**src/rtl/lsc_pkg.sv**
```systemverilog
package lsc_pkg;
  typedef enum logic [2:0] {
    PH_IDLE = 3'd0,
    PH_TEST = 3'd1,
    PH_REQ  = 3'd2,
    PH_WAIT = 3'd3,
    PH_TAKE = 3'd4,
    PH_FIN  = 3'd5
  } phase_t;
endpackage

```
**src/rtl/lsc_fsm.sv**
```systemverilog
module lsc_fsm
  import lsc_pkg::*;
#(
  parameter int RD_LAT = 2
) (
  input  logic   clk,
  input  logic   rst_n,
  input  logic   start,
  input  logic   more,
  output phase_t phase,
  output logic   load_evt,
  output logic   req_evt,
  output logic   take_evt,
  output logic   fin_evt
);
  localparam int WCW = (RD_LAT > 1) ? $clog2(RD_LAT) : 1;

  phase_t phase_q, phase_d;
  logic   wait_last;

  assign phase    = phase_q;
  assign load_evt = (phase_q == PH_IDLE) && start;
  assign req_evt  = (phase_q == PH_REQ);
  assign take_evt = (phase_q == PH_TAKE);
  assign fin_evt  = (phase_q == PH_FIN);

  generate
    if (RD_LAT > 1) begin : g_wait
      logic [WCW-1:0] wcnt;
      always_ff @(posedge clk or negedge rst_n) begin
        if (!rst_n)
          wcnt <= '0;
        else if (req_evt)
          wcnt <= WCW'(RD_LAT - 1);
        else if (phase_q == PH_WAIT)
          wcnt <= wcnt - 1'b1;
      end
      assign wait_last = (wcnt == WCW'(1));
    end else begin : g_nowait
      assign wait_last = 1'b1;
    end
  endgenerate

  always_comb begin
    phase_d = phase_q;
    unique case (phase_q)
      PH_IDLE: if (start) phase_d = PH_TEST;
      PH_TEST: phase_d = more ? PH_REQ : PH_FIN;
      PH_REQ:  phase_d = (RD_LAT > 1) ? PH_WAIT : PH_TAKE;
      PH_WAIT: if (wait_last) phase_d = PH_TAKE;
      PH_TAKE: phase_d = PH_TEST;
      PH_FIN:  phase_d = PH_IDLE;
      default: phase_d = PH_IDLE;
    endcase
  end

  always_ff @(posedge clk or negedge rst_n) begin
    if (!rst_n) phase_q <= PH_IDLE;
    else        phase_q <= phase_d;
  end
endmodule

```
**src/rtl/lsc_index.sv**
```systemverilog
module lsc_index #(
  parameter int AW = 8,
  parameter int CW = 8
) (
  input  logic          clk,
  input  logic          rst_n,
  input  logic          load_evt,
  input  logic          take_evt,
  input  logic [AW-1:0] base_in,
  input  logic [CW-1:0] count_in,
  output logic [AW-1:0] addr,
  output logic          more,
  output logic [CW-1:0] idx,
  output logic [CW-1:0] limit
);
  logic [AW-1:0] base_q;

  function automatic logic [AW-1:0] elem_addr(input logic [AW-1:0] b,
                                              input logic [CW-1:0] i);
    logic [AW+CW-1:0] wide;
    wide = (AW+CW)'(b) + (AW+CW)'(i);
    return wide[AW-1:0];
  endfunction

  always_ff @(posedge clk or negedge rst_n) begin
    if (!rst_n) begin
      base_q <= '0;
      limit  <= '0;
      idx    <= '0;
    end else if (load_evt) begin
      base_q <= base_in;
      limit  <= count_in;
      idx    <= '0;
    end else if (take_evt) begin
      idx    <= idx + 1'b1;
    end
  end

  assign addr = elem_addr(base_q, idx);
  assign more = (idx < limit);
endmodule

```
**src/rtl/lsc_accum.sv**
```systemverilog
module lsc_accum #(
  parameter int DW = 8,
  parameter int SW = 16
) (
  input  logic          clk,
  input  logic          rst_n,
  input  logic          load_evt,
  input  logic          take_evt,
  input  logic          fin_evt,
  input  logic [DW-1:0] word,
  output logic [SW-1:0] result,
  output logic          done
);
  logic [SW-1:0] acc;

  function automatic logic [SW-1:0] add_word(input logic [SW-1:0] a,
                                             input logic [DW-1:0] w);
    return a + SW'(w);
  endfunction

  always_ff @(posedge clk or negedge rst_n) begin
    if (!rst_n)        acc <= '0;
    else if (load_evt) acc <= '0;
    else if (take_evt) acc <= add_word(acc, word);
  end

  always_ff @(posedge clk or negedge rst_n) begin
    if (!rst_n) begin
      result <= '0;
      done   <= 1'b0;
    end else begin
      done <= fin_evt;
      if (fin_evt) result <= acc;
    end
  end
endmodule

```
**src/rtl/loop_sum_ctrl.sv**
```systemverilog
module loop_sum_ctrl
  import lsc_pkg::*;
#(
  parameter int AW     = 8,
  parameter int DW     = 8,
  parameter int CW     = 8,
  parameter int RD_LAT = 2
) (
  input  logic             clk,
  input  logic             rst_n,
  input  logic             start,
  input  logic [AW-1:0]    base_addr,
  input  logic [CW-1:0]    elem_count,
  output logic [AW-1:0]    mem_addr,
  output logic             mem_rd,
  input  logic [DW-1:0]    mem_rdata,
  output logic [DW+CW-1:0] sum,
  output logic             done
);
  localparam int SW = DW + CW;

  phase_t        phase;
  logic          load_evt, req_evt, take_evt, fin_evt, more;
  logic [CW-1:0] idx, limit;

  lsc_fsm #(.RD_LAT(RD_LAT)) u_fsm (
    .clk(clk), .rst_n(rst_n), .start(start), .more(more),
    .phase(phase), .load_evt(load_evt), .req_evt(req_evt),
    .take_evt(take_evt), .fin_evt(fin_evt)
  );

  lsc_index #(.AW(AW), .CW(CW)) u_index (
    .clk(clk), .rst_n(rst_n), .load_evt(load_evt), .take_evt(take_evt),
    .base_in(base_addr), .count_in(elem_count), .addr(mem_addr),
    .more(more), .idx(idx), .limit(limit)
  );

  lsc_accum #(.DW(DW), .SW(SW)) u_accum (
    .clk(clk), .rst_n(rst_n), .load_evt(load_evt), .take_evt(take_evt),
    .fin_evt(fin_evt), .word(mem_rdata), .result(sum), .done(done)
  );

  assign mem_rd = req_evt;
endmodule

```
**config.mk**
```make
export PLATFORM = sky130hd
export DESIGN_NAME = loop_sum_ctrl
export DESIGN_NICKNAME = d
export VERILOG_FILES = /design/src/rtl/lsc_pkg.sv /design/src/rtl/lsc_fsm.sv /design/src/rtl/lsc_index.sv /design/src/rtl/lsc_accum.sv /design/src/rtl/loop_sum_ctrl.sv
export SDC_FILE = /design/constraint.sdc
export NUM_CORES = 1
export LEC_CHECK = 0
export ABC_CLOCK_PERIOD_IN_PS = 2830
export BUFFER_PORTS_ARGS = -buffer_cell sky130_fd_sc_hd__buf_2
export CAP_MARGIN = 20
export CORE_MARGIN = 2
export CORE_UTILIZATION = 55
export CTS_CLUSTER_DIAMETER = 80
export DETAILED_ROUTE_END_ITERATION = 16
export PLACE_DENSITY = 0.85
export SETUP_SLACK_MARGIN = 0.15
export SLEW_MARGIN = 30
export SYNTH_ARGS = -nofsm -noshare
export SYNTH_HDL_FRONTEND = slang
export SYNTH_SLANG_ARGS = --single-unit
```
**constraint.sdc**
```tcl
create_clock -name clk -period 2.83 [get_ports clk]
set_input_delay 0.566 -clock clk [delete_from_list [all_inputs] [get_ports clk]]
set_output_delay 0.566 -clock clk [all_outputs]
set_load 0.02 [all_outputs]
```
# Word level (Yosys, flattened, before mapping)
# Index checks and enable logic that the tools add are counted.
[word_totals] register_bits=61 in_bits=27 output_inout_bits=26 wordCells=35
[op_classes] add_sub_neg=4 n_lt_le_gt_ge=1 eq_ne=7 n_mux=10 reduce_logical=5
[op_table] operator="$mux W16" n=2
[op_table] operator="$add A16 B8 Y16" n=1
[op_table] operator="$mux W8" n=2
[op_table] operator="$pmux W3 S5" n=1
[op_table] operator="$mux W3" n=3
[op_table] operator="$add A8 B1 Y8 const B" n=1
[op_table] operator="$add A8 B8 Y8" n=1
[op_table] operator="$lt A8 B8 Y1" n=1
[op_table] operator="$eq A3 B2 Y1 const B" n=2
[op_table] operator="$eq A3 B3 Y1 const B" n=2
[op_table] operator="$reduce_bool A2 Y1" n=2
[op_table] operator="$eq A3 B1 Y1 const B" n=1
[op_table] operator="$logic_not A3 Y1" n=1
[op_table] operator="$mux W1" n=2
[op_table] operator="$ne A2 B1 Y1 const B" n=1
[op_table] operator="$ne A2 B2 Y1 const B" n=1
[op_table] operator="$reduce_and A2 Y1" n=1
[op_table] operator="$logic_and A1 B1 Y1" n=1
[op_table] operator="$sub A1 B1 Y1 const B" n=1

# Depth between registers and ports, before layout
# Gate-level depths: netlist of the first run.
[depth] depth_word=3 mapped_depth=8 ltp_nobuf=8

# By module
# From an unflattened synthesis of the first run, not the netlist that was laid out.
[hier_totals] hier_cells=310 hier_area_um2=3372.0
[by_module_without_submodules] module="lsc_accum" instances=1 cells_per_inst=146 area_each_um2=1710.4 seq_area_each_um2=825.8
[by_module_without_submodules] module="lsc_index" instances=1 cells_per_inst=140 area_each_um2=1415.1 seq_area_each_um2=600.6
[by_module_without_submodules] module="lsc_fsm" instances=1 cells_per_inst=24 area_each_um2=246.5 seq_area_each_um2=100.1

# Worst setup path after synthesis of the first run
# No wires, ideal clock.
[synth_path] kind="reg-to-output" from="reg u_index.idx[0]" to="out mem_addr[6]" arrival_ns=1.861 t_required_ns=2.264 slack_ns=0.403 stages_incl_launch_ff=9 cell_sequence="dfrtp_1 -> ha_1 -> inv_1 -> fa_1 -> nor2b_1 -> o21ai_0 -> a21boi_1 -> nor4_1 -> a311o_1"
[synth_between] elab_chain_len=1
[synth_rtl] item="from (decl)" line_no="lsc_index.sv:13" source="output logic [CW-1:0] idx,"
[synth_rtl] item="from (signal assigned)" line_no="lsc_index.sv:35" source="idx <= idx + 1'b1;"
[synth_rtl] item="$add A8 B8 Y8" line_no="lsc_index.sv:21" source="wide = (AW+CW)'(b) + (AW+CW)'(i);"
[synth_rtl] item="to (decl)" line_no="loop_sum_ctrl.sv:14" source="output logic [AW-1:0] mem_addr,"
# Every way passes these cells.

# Worst setup path in the final report of the first run
[layout_path] from="reg u_index.base_q[0]" to="out mem_addr[6]"
[layout_between] elab_chain_len=1
[layout_rtl] item="from (decl)" line_no="lsc_index.sv:16" source="logic [AW-1:0] base_q;"
[layout_rtl] item="from (signal assigned)" line_no="lsc_index.sv:31" source="base_q <= base_in;"
[layout_rtl] item="$add A8 B8 Y8" line_no="lsc_index.sv:21"
# Every way passes these cells.

==> report_table.html, run 1 <==
<table>
<tr><th>Metric</th><th>Value</th></tr>
<tr><th colspan="2">Cells and area</th></tr>
<tr><td>Commonest non-fill, non-tap cells in the layout</td><td>111 x nand2_1, 59 x dfrtp_1, 50 x buf_2, 21 x o21ai_0, 21 x ha_1</td></tr>
<tr><td>Number of standard cells in the layout, taps in and fillers out</td><td>491</td></tr>
<tr><td>Synthesis-to-layout area growth</td><td>18.76%</td></tr>
<tr><td>Ratio of cells with drive above 1 in the final layout</td><td>0.2308</td></tr>
<tr><td>Nets</td><td>463</td></tr>
<tr><td>Final standard cell area without fillers</td><td>3897 um2</td></tr>
<tr><td>Antenna diode instance count</td><td>0</td></tr>
<tr><td>Commonest non-fill, non-tap cell in the layout</td><td>nand2_1</td></tr>
<tr><th colspan="2">Yosys</th></tr>
<tr><td>Total number of yosys warnings</td><td>0</td></tr>
<tr><td>Post-synth EDFFs</td><td>0</td></tr>
<tr><td>Part of the Yosys area used for sequential elements</td><td>0.4651</td></tr>
<tr><td>Mapped Nets</td><td>402</td></tr>
<tr><td>Synth Area per Inst</td><td>9.377 um2</td></tr>
<tr><td>Top FF cell, synth</td><td>dfrtp_1</td></tr>
<tr><td>Number of storage elements in the synthesis netlist</td><td>61</td></tr>
<tr><td>Share of async-settable or async-resettable flops after synthesis</td><td>1.000</td></tr>
<tr><td>Cells after synthesis</td><td>350</td></tr>
<tr><td>Total standard cell area after synthesis</td><td>3282 um2</td></tr>
<tr><td>Cell variety after synth</td><td>47</td></tr>
<tr><th colspan="2">Detailed routing</th></tr>
<tr><td>Remaining antenna violation count</td><td>0</td></tr>
<tr><td>Average routed wire per standard cell</td><td>14.32 um</td></tr>
<tr><td>Via density</td><td>5.564</td></tr>
<tr><td>Routed vias</td><td>2732</td></tr>
<tr><td>DRC violation count after routing</td><td>0</td></tr>
<tr><td>DRT iter0 DRCs</td><td>127</td></tr>
<tr><td>Detailed Route WL</td><td>7031 um</td></tr>
<tr><td>Pre-antenna DRT Iters</td><td>4</td></tr>
<tr><th colspan="2">Hold path</th></tr>
<tr><td>Type of the tightest min-delay check</td><td>in2async</td></tr>
<tr><th colspan="2">Clock network</th></tr>
<tr><td># clock sinks</td><td>61</td></tr>
<tr><td>Number of buffers inserted during clock tree synthesis</td><td>9</td></tr>
<tr><td>Root Buffer Master</td><td>clkbuf_8</td></tr>
<tr><td>H-tree level count</td><td>3</td></tr>
<tr><td>Clock latency on the worst-skew pair</td><td>0.35 ns</td></tr>
<tr><td>Clock tree from TritonCTS</td><td>done</td></tr>
<tr><td>CTS clock-pin slew for the worst setup and hold paths</td><td>0.07 ns</td></tr>
<tr><td>Maximum clock path buffer count</td><td>2</td></tr>
<tr><th colspan="2">Placement</th></tr>
<tr><td>IO buf count</td><td>52</td></tr>
<tr><td>Final GP Congestion</td><td>0.8555</td></tr>
<tr><td>Pre-CTS setup slack</td><td>0.1896 ns</td></tr>
<tr><td>Number of placed instances, taps included</td><td>469</td></tr>
<tr><td>Detailed Place HPWL</td><td>4657 um</td></tr>
<tr><td>Area after detailed placement</td><td>3607 um2</td></tr>
<tr><th colspan="2">Timing</th></tr>
<tr><td>Number of max-slew violations in the final report</td><td>0</td></tr>
<tr><td>Post-Route Setup TNS</td><td>0 ns</td></tr>
<tr><td>Max Clock Skew</td><td>0.005645 ns</td></tr>
<tr><td>Slack of the critical path</td><td>0.01550 ns</td></tr>
<tr><td>Max-slew headroom</td><td>0.4521</td></tr>
<tr><td>Hold slack final</td><td>0.2375 ns</td></tr>
<tr><td>Fmax</td><td>0.3553 GHz</td></tr>
<tr><td>Unrepaired setup endpoints after global routing</td><td>yes</td></tr>
<tr><td>Minimum period implied by the final worst setup slack</td><td>2.814 ns</td></tr>
<tr><td>Slew @ Worst Pin</td><td>0.8193 ns</td></tr>
<tr><td>Setup Viol. Count Final</td><td>0</td></tr>
<tr><td>Fin crit share</td><td>0.9945</td></tr>
<tr><td>Hold Vio Cnt, Final</td><td>0</td></tr>
<tr><th colspan="2">Power and ir drop</th></tr>
<tr><td>Pleak</td><td>2.117 nW</td></tr>
<tr><td>Power Density</td><td>947.2 nW/um2</td></tr>
<tr><td>Highest ir drop seen on vdd</td><td>716.1 uV</td></tr>
<tr><th colspan="2">Worst setup path</th></tr>
<tr><td>Required time at the endpoint of the critical path</td><td>2.26 ns</td></tr>
<tr><td>Path type of the worst setup path</td><td>reg2out</td></tr>
<tr><td>Worst endpoint data arrival time</td><td>2.25 ns</td></tr>
<tr><td>Delay contributed by the slowest stage of the critical path</td><td>0.36 ns</td></tr>
<tr><td>Sequence of cells on the critical path</td><td>ha_2 &gt; inv_2 &gt; fa_2 &gt; nor2b_1 &gt; o21ai_1 &gt; a21boi_2 &gt; nor4_2 &gt; a311o_1 &gt; buf_6</td></tr>
<tr><td>Setup crit end kind</td><td>output port</td></tr>
<tr><td>Critical Path Fanout Max</td><td>2</td></tr>
<tr><td>Delay-heaviest family, CP</td><td>compound AO/OA/AOI/OAI gates</td></tr>
<tr><td>Slowest cell on crit path</td><td>dfrtp_1</td></tr>
<tr><td>Number of buffer and inverter instances along the worst setup path</td><td>2</td></tr>
<tr><td>Element type at the critical path start</td><td>flip-flop</td></tr>
<tr><th colspan="2">GRT</th></tr>
<tr><td>Total Routing Usage GR</td><td>0.2289</td></tr>
<tr><td>Grt total ovfl</td><td>0</td></tr>
<tr><td>Vias in the first global route</td><td>2508</td></tr>
<tr><td>Antenna violations before repair</td><td>0</td></tr>
<tr><td>Largest net degree at the start of global routing</td><td>35</td></tr>
<tr><td>Global-route wire length before repair</td><td>11300 um</td></tr>
<tr><th colspan="2">Floorplanning</th></tr>
<tr><td>Standard-cell rows</td><td>28</td></tr>
<tr><td>Standard cell core area</td><td>5851 um2</td></tr>
<tr><td>Die Area</td><td>6601 um2</td></tr>
<tr><td>Horizontal die dimension</td><td>81.25 um</td></tr>
<tr><td>IO Pins</td><td>53</td></tr>
<tr><td>Height of the chip</td><td>81.25 um</td></tr>
<tr><td>Starting utilization of the core area</td><td>0.5609</td></tr>
<tr><th colspan="2">Flow run</th></tr>
<tr><td>Number of maximum-capacitance constraint violations</td><td>0</td></tr>
<tr><th colspan="2">Status</th></tr>
<tr><td>Outcome</td><td>finished clean</td></tr>
</table>
==> Yosys cell counts (2+ instances only) <==
cell | n | share of area
nand2b_1 | 5 | 0.0095
dfrtp_1 | 61 | 0.47
a31oi_1 | 3 | 0.0057
clkbuf_1 | 3 | 0.0034
xnor2_1 | 5 | 0.013
xor2_1 | 6 | 0.016
o21ai_1 | 3 | 0.0046
nand4_1 | 6 | 0.011
nor2_1 | 6 | 0.0069
and2_1 | 2 | 0.0038
a221o_1 | 2 | 0.0061
mux2i_1 | 12 | 0.037
nor4_1 | 2 | 0.0038
nand2_1 | 111 | 0.13
ha_1 | 23 | 0.088
nand3_1 | 6 | 0.0092
nand3b_1 | 2 | 0.0046
and3_1 | 4 | 0.0076
a22o_1 | 3 | 0.0080
o21a_1 | 2 | 0.0046
buf_6 | 2 | 0.0069
fa_1 | 2 | 0.012
a21oi_1 | 11 | 0.017
a21o_1 | 5 | 0.011
o21ai_0 | 22 | 0.034
inv_1 | 14 | 0.016
o211ai_1 | 2 | 0.0046
buf_2 | 6 | 0.0092
==> where the power goes <==
part	internal, mW	switching, mW	total (mW)
Clock	0.427	0.364	0.791
Sequential	1.12	0.215	1.34
Combinational	0.658	0.904	1.56
==> path summary, 6_finish.rpt <==
check | endpoint | startpoint | slack, ns | cells past startpoint
worst max-delay path | mem_addr[6] | u_index.base_q[0]$_DFFE_PN0P_ | 0.02 | 9
worst min-delay path | u_accum.acc[1]$_DFFE_PN0P_ | rst_n | 0.24 | 1
worst max register to register | u_accum.acc[12]$_DFFE_PN0P_ | u_accum.acc[0]$_DFFE_PN0P_ | 0.81 | 7
worst min register to register | u_accum.result[10]$_DFFE_PN0P_ | u_accum.result[10]$_DFFE_PN0P_ | 0.47 | 2
max in group asynchronous | u_index.idx[1]$_DFFE_PN0P_ | rst_n | 1.97 | 2
min in group clk | u_index.base_q[2]$_DFFE_PN0P_ | base_addr[2] | 0.40 | 3
==> worst reg2reg max path: cells and delay by family, from the launching register on <==
family / cells / cell delay (ns)
adders and majority gates: 2 / 0.68
muxes: 1 / 0.18
AOI/OAI and AO/OA: 3 / 0.55
and+or+nand+nor: 1 / 0.13
DFF: 1 / 0.40
==> area by class of cell <==
cell class              count  area [um2]
clock buffers              10       137.6
well taps                  75       93.84
flip-flops and latches     61        1529
inverters                  15       56.30
multi-input cells         262        1658
clock inverters             6       62.56
fillers                   471        1953
repair buffers             62       360.3
==> state kept, by name, summed over array words and instances (netlist names) <==
signal and flops:
u_index.idx 8, u_index.base_q 8, u_index.limit 8, u_accum.done 1
u_fsm.phase 3, u_accum.acc 16, u_accum.result 16, u_fsm.g_wait.wcnt 1
==> layer usage <==
metal | global-route usage | up-vias | part of all wire
li1 | - | 1314 | -
met1 | 0.2862 | 1295 | 0.45
met2 | 0.3694 | 100 | 0.45
met3 | 0.06000 | 23 | 0.060
met4 | 0.1102 | 0 | 0.033
met5 | 0 | - | 0
==> cell families after synthesis <==
group,share of synthesized area
compound gates,0.1125
xor+xnor,0.02935
fa+ha+maj,0.09989
buf+inv,0.03889
flops,0.4651
mux,0.04003
simple gates,0.2143
==> timing repair <==
action,CTS,global route
setup endpoints to repair,3,3
setup buffers,3,3
pin swaps,4,5
cloned,0,0
resized for setup,8,6
hold buffers,0,0
==> through the flow <==
| step | power, mW | utilization |
|---|---|---|
| finish | 3.692 | 0.6662 |
| global route | 3.948 | 0.6662 |
| CTS | 3.652 | 0.6591 |
| detailed placement | 2.798 | 0.6166 |
| global placement | 2.725 | 0.6166 |
| floorplan | 2.432 | - |
No activity file was read; power rests on OpenSTA's default activity.
==> run 2: changes to the inputs <==
Settings changed: ABC_CLOCK_PERIOD_IN_PS 2830 to 3600.
Clock period 2.83 ns to 3.6 ns, I/O delays scaled along.
==> run 2 against run 1 <==
Final cell count fell by 1.8%. Non-clock buffer count fell by 8. Sequential share of layout area rose by 1.2 points. Clock power fell by 21%. Via count fell by 3.3%. Flip-flop and latch count did not move. Hold slack improved by 0.17 ns. First-iteration DRC count fell by 13%. Critical path depth did not move.
==> report_table.html, run 2 (synthesized netlist as in run 1, its figures left out) <==
<table>
<tr><th>Metric</th><th>Value</th></tr>
<tr><th colspan="2">Placement</th></tr>
<tr><td>Detailed Place HPWL</td><td>4798 um (+3.0%)</td></tr>
<tr><td>Number of placed instances, taps included</td><td>467 (-0.43%)</td></tr>
<tr><td>Area after detailed placement</td><td>3580 um2 (-0.76%)</td></tr>
<tr><td>IO buf count</td><td>52 (unchanged)</td></tr>
<tr><td>Pre-CTS setup slack</td><td>0.8335 ns (+0.6439 ns)</td></tr>
<tr><td>Final GP Congestion</td><td>0.8624 (+0.81%)</td></tr>
<tr><th colspan="2">GRT</th></tr>
<tr><td>Antenna violations before repair</td><td>0 (unchanged)</td></tr>
<tr><td>Largest net degree at the start of global routing</td><td>33 (-5.7%)</td></tr>
<tr><td>Grt total ovfl</td><td>0 (unchanged)</td></tr>
<tr><td>Vias in the first global route</td><td>2537 (+1.2%)</td></tr>
<tr><td>Total Routing Usage GR</td><td>0.2316 (+0.002725)</td></tr>
<tr><td>Global-route wire length before repair</td><td>11480 um (+1.6%)</td></tr>
<tr><th colspan="2">Cells and area</th></tr>
<tr><td>Synthesis-to-layout area growth</td><td>15.14%</td></tr>
<tr><td>Antenna diode instance count</td><td>0 (unchanged)</td></tr>
<tr><td>Ratio of cells with drive above 1 in the final layout</td><td>0.1916 (-0.03912)</td></tr>
<tr><td>Fill cell total of the finished layout</td><td>502 (+6.6%)</td></tr>
<tr><td>Commonest non-fill, non-tap cell in the layout</td><td>nand2_1</td></tr>
<tr><td>Final standard cell area without fillers</td><td>3779 um2 (-3.0%)</td></tr>
<tr><td>Number of standard cells in the layout, taps in and fillers out</td><td>482 (-1.8%)</td></tr>
<tr><td>Nets</td><td>455 (-1.7%)</td></tr>
<tr><td>Largest regs</td><td>u_accum.acc (16), u_accum.result (16)</td></tr>
<tr><td>Commonest non-fill, non-tap cells in the layout</td><td>111 x nand2_1, 61 x dfrtp_1, 52 x buf_2, 23 x ha_1, 22 x o21ai_0</td></tr>
<tr><th colspan="2">Clock network</th></tr>
<tr><td>Clock latency on the worst-skew pair</td><td>0.35 ns (about the same)</td></tr>
<tr><td>Count of hold-fix buffers inserted at cts</td><td>0 (unchanged)</td></tr>
<tr><td>Number of setup buffers added after CTS</td><td>0 (-3)</td></tr>
<tr><td>Number of instances resized during post-cts repair</td><td>0 (-8)</td></tr>
<tr><td># clock sinks</td><td>61 (unchanged)</td></tr>
<tr><td>CTS clock-pin slew for the worst setup and hold paths</td><td>0.07 ns (about the same)</td></tr>
<tr><td>Clock tree from TritonCTS</td><td>done</td></tr>
<tr><td>Number of buffers inserted during clock tree synthesis</td><td>9 (unchanged)</td></tr>
<tr><td>Root Buffer Master</td><td>clkbuf_8</td></tr>
<tr><td>Maximum clock path buffer count</td><td>2 (unchanged)</td></tr>
<tr><td>H-tree level count</td><td>3 (unchanged)</td></tr>
<tr><th colspan="2">Worst setup path</th></tr>
<tr><td>Last element of the critical path</td><td>mem_addr[6]</td></tr>
<tr><td>Worst r2r src</td><td>u_accum.acc[0]$_DFFE_PN0P_</td></tr>
<tr><td>Reg-to-reg setup timing slack</td><td>1.53 ns (+0.72 ns)</td></tr>
<tr><td>Launching element of the worst setup path</td><td>u_index.idx[0]$_DFFE_PN0P_</td></tr>
<tr><td>Number of buffer and inverter instances along the worst setup path</td><td>2 (unchanged)</td></tr>
<tr><td>Delay contributed by the slowest stage of the critical path</td><td>0.43 ns (+0.07 ns)</td></tr>
<tr><td>Number of cells traversed by the worst register-to-register path</td><td>7 (unchanged)</td></tr>
<tr><td>Sequence of cells on the critical path</td><td>ha_1 &gt; inv_1 &gt; fa_1 &gt; nor2b_1 &gt; o21ai_0 &gt; a21boi_1 &gt; nor4_1 &gt; a311o_1 &gt; buf_2</td></tr>
<tr><td>Critical Path Fanout Max</td><td>6 (+4)</td></tr>
<tr><td>Path type of the worst setup path</td><td>reg2out</td></tr>
<tr><td>Worst r2r dst</td><td>u_accum.acc[12]$_DFFE_PN0P_</td></tr>
<tr><td>Setup crit end kind</td><td>output port</td></tr>
<tr><td>Total number of cells along the worst setup path</td><td>9 (unchanged)</td></tr>
<tr><td>Worst endpoint data arrival time</td><td>2.51 ns (+0.26 ns)</td></tr>
<tr><td>Slowest cell on crit path</td><td>dfrtp_1</td></tr>
<tr><td>Delay-heaviest family, CP</td><td>compound AO/OA/AOI/OAI gates</td></tr>
<tr><td>Required time at the endpoint of the critical path</td><td>2.88 ns (+0.62 ns)</td></tr>
<tr><td>Element type at the critical path start</td><td>flip-flop</td></tr>
<tr><th colspan="2">Timing</th></tr>
<tr><td>Fin crit share</td><td>0.8969</td></tr>
<tr><td>Post-Route Setup TNS</td><td>0 ns (unchanged)</td></tr>
<tr><td>Hold Vio Cnt, Final</td><td>0 (unchanged)</td></tr>
<tr><td>Number of max-slew violations in the final report</td><td>0 (unchanged)</td></tr>
<tr><td>Max-slew headroom</td><td>0.4310 (-0.02110)</td></tr>
<tr><td>Slew @ Worst Pin</td><td>0.8503 ns (+0.03099 ns)</td></tr>
<tr><td>Setup Viol. Count Final</td><td>0 (unchanged)</td></tr>
<tr><td>Slack of the critical path</td><td>0.3712 ns (+0.3557 ns)</td></tr>
<tr><td>Fmax</td><td>0.3097 GHz</td></tr>
<tr><td>Minimum period implied by the final worst setup slack</td><td>3.229 ns</td></tr>
<tr><td>Unrepaired setup endpoints after global routing</td><td>no</td></tr>
<tr><td>Max Clock Skew</td><td>0.007033 ns (+0.001388 ns)</td></tr>
<tr><th colspan="2">Floorplanning</th></tr>
<tr><td>Horizontal die dimension</td><td>81.25 um (unchanged)</td></tr>
<tr><td>IO Pins</td><td>53 (unchanged)</td></tr>
<tr><td>Standard cell core area</td><td>5851 um2 (unchanged)</td></tr>
<tr><td>Height of the chip</td><td>81.25 um (unchanged)</td></tr>
<tr><td>Die Area</td><td>6601 um2 (unchanged)</td></tr>
<tr><td>Standard-cell rows</td><td>28 (unchanged)</td></tr>
<tr><td>Starting utilization of the core area</td><td>0.5609 (unchanged)</td></tr>
<tr><th colspan="2">Status</th></tr>
<tr><td>Outcome</td><td>finished clean</td></tr>
<tr><th colspan="2">Power and ir drop</th></tr>
<tr><td>Pleak</td><td>2.084 nW (-1.6%)</td></tr>
<tr><td>Highest ir drop seen on vdd</td><td>660.2 uV (-7.8%)</td></tr>
<tr><td>Power Density</td><td>749.7 nW/um2 (-21%)</td></tr>
<tr><td>Total Power Consumption</td><td>2.833 mW (-23%)</td></tr>
<tr><th colspan="2">Detailed routing</th></tr>
<tr><td>Average routed wire per standard cell</td><td>14.49 um (+1.2%)</td></tr>
<tr><td>Detailed Route WL</td><td>6986 um (-0.64%)</td></tr>
<tr><td>Routed vias</td><td>2641 (-3.3%)</td></tr>
<tr><td>Remaining antenna violation count</td><td>0 (unchanged)</td></tr>
<tr><td>DRC violation count after routing</td><td>0 (unchanged)</td></tr>
<tr><td>Pre-antenna DRT Iters</td><td>4 (unchanged)</td></tr>
<tr><td>Via density</td><td>5.479 (-1.5%)</td></tr>
<tr><td>DRT iter0 DRCs</td><td>111 (-13%)</td></tr>
<tr><th colspan="2">Flow run</th></tr>
<tr><td>Number of maximum-capacitance constraint violations</td><td>0 (unchanged)</td></tr>
<tr><th colspan="2">Hold path</th></tr>
<tr><td>Type of the tightest min-delay check</td><td>in2async</td></tr>
</table>
==> run 2: changes by cell type in the layout (fill, tap and decap cells not counted), sizes merged <==
cell	delta
buf	-8
clkbuf	+1
clkinvlp	-2
==> run 2: how the worst min path moves through the flow <==
stage / start / end / slack [ns]
after floorplan: rst_n / u_accum.acc[0]$_DFFE_PN0P_ / 0.42
after global placement: u_accum.result[4]$_DFFE_PN0P_ / u_accum.result[4]$_DFFE_PN0P_ / 0.45
after detailed placement: u_accum.result[3]$_DFFE_PN0P_ / u_accum.result[3]$_DFFE_PN0P_ / 0.46
after CTS: rst_n / u_accum.result[2]$_DFFE_PN0P_ / 0.42
after global routing: rst_n / u_accum.result[0]$_DFFE_PN0P_ / 0.45
final: rst_n / u_accum.result[0]$_DFFE_PN0P_ / 0.40
==> run 2: metrics by stage <==
stage	util	hold slack [ns]
after floorplan	-	0.4244
after global routing	0.6459	0.4484
final	0.6459	0.4040
after CTS	0.6459	0.4227
after detailed placement	0.6118	0.4588
after global placement	0.6118	0.4521
==> run 2: cell type report <==
cell class                      instances  area [um2]  share of cell area
Clock inverter                          4       47.55             0.01258
Timing Repair Buffer                   54       275.3             0.07285
Sequential cell                        61        1526              0.4040
Multi-Input combinational cell        262        1628              0.4308
Inverter                               15       56.30             0.01490
Clock buffer                           11       151.4             0.04007
Tap cell                               75       93.84             0.02483
==> run 2: report_power, final <==
group	switching (mW)	internal (mW)
combinational	0.703	0.454
sequential	0.171	0.880
clock	0.274	0.351
total	1.15	1.69
==> run 2: layer usage <==
layer	track usage	vias up	routed length, um
met1	0.2888	1268	3160
met3	0.04556	11	316
li1	-	1292	-
met5	0	-	0
met4	0.1237	0	117
met2	0.3802	70	3391
==> run 2: worst reg2reg max path: stages (launching register included) <==
cell and delay, ns:
dfrtp_1 0.40, ha_1 0.24, fa_1 0.43, a211oi_1 0.27
o21a_1 0.19, o21ai_1 0.12, nand4_1 0.14, mux2i_1 0.20
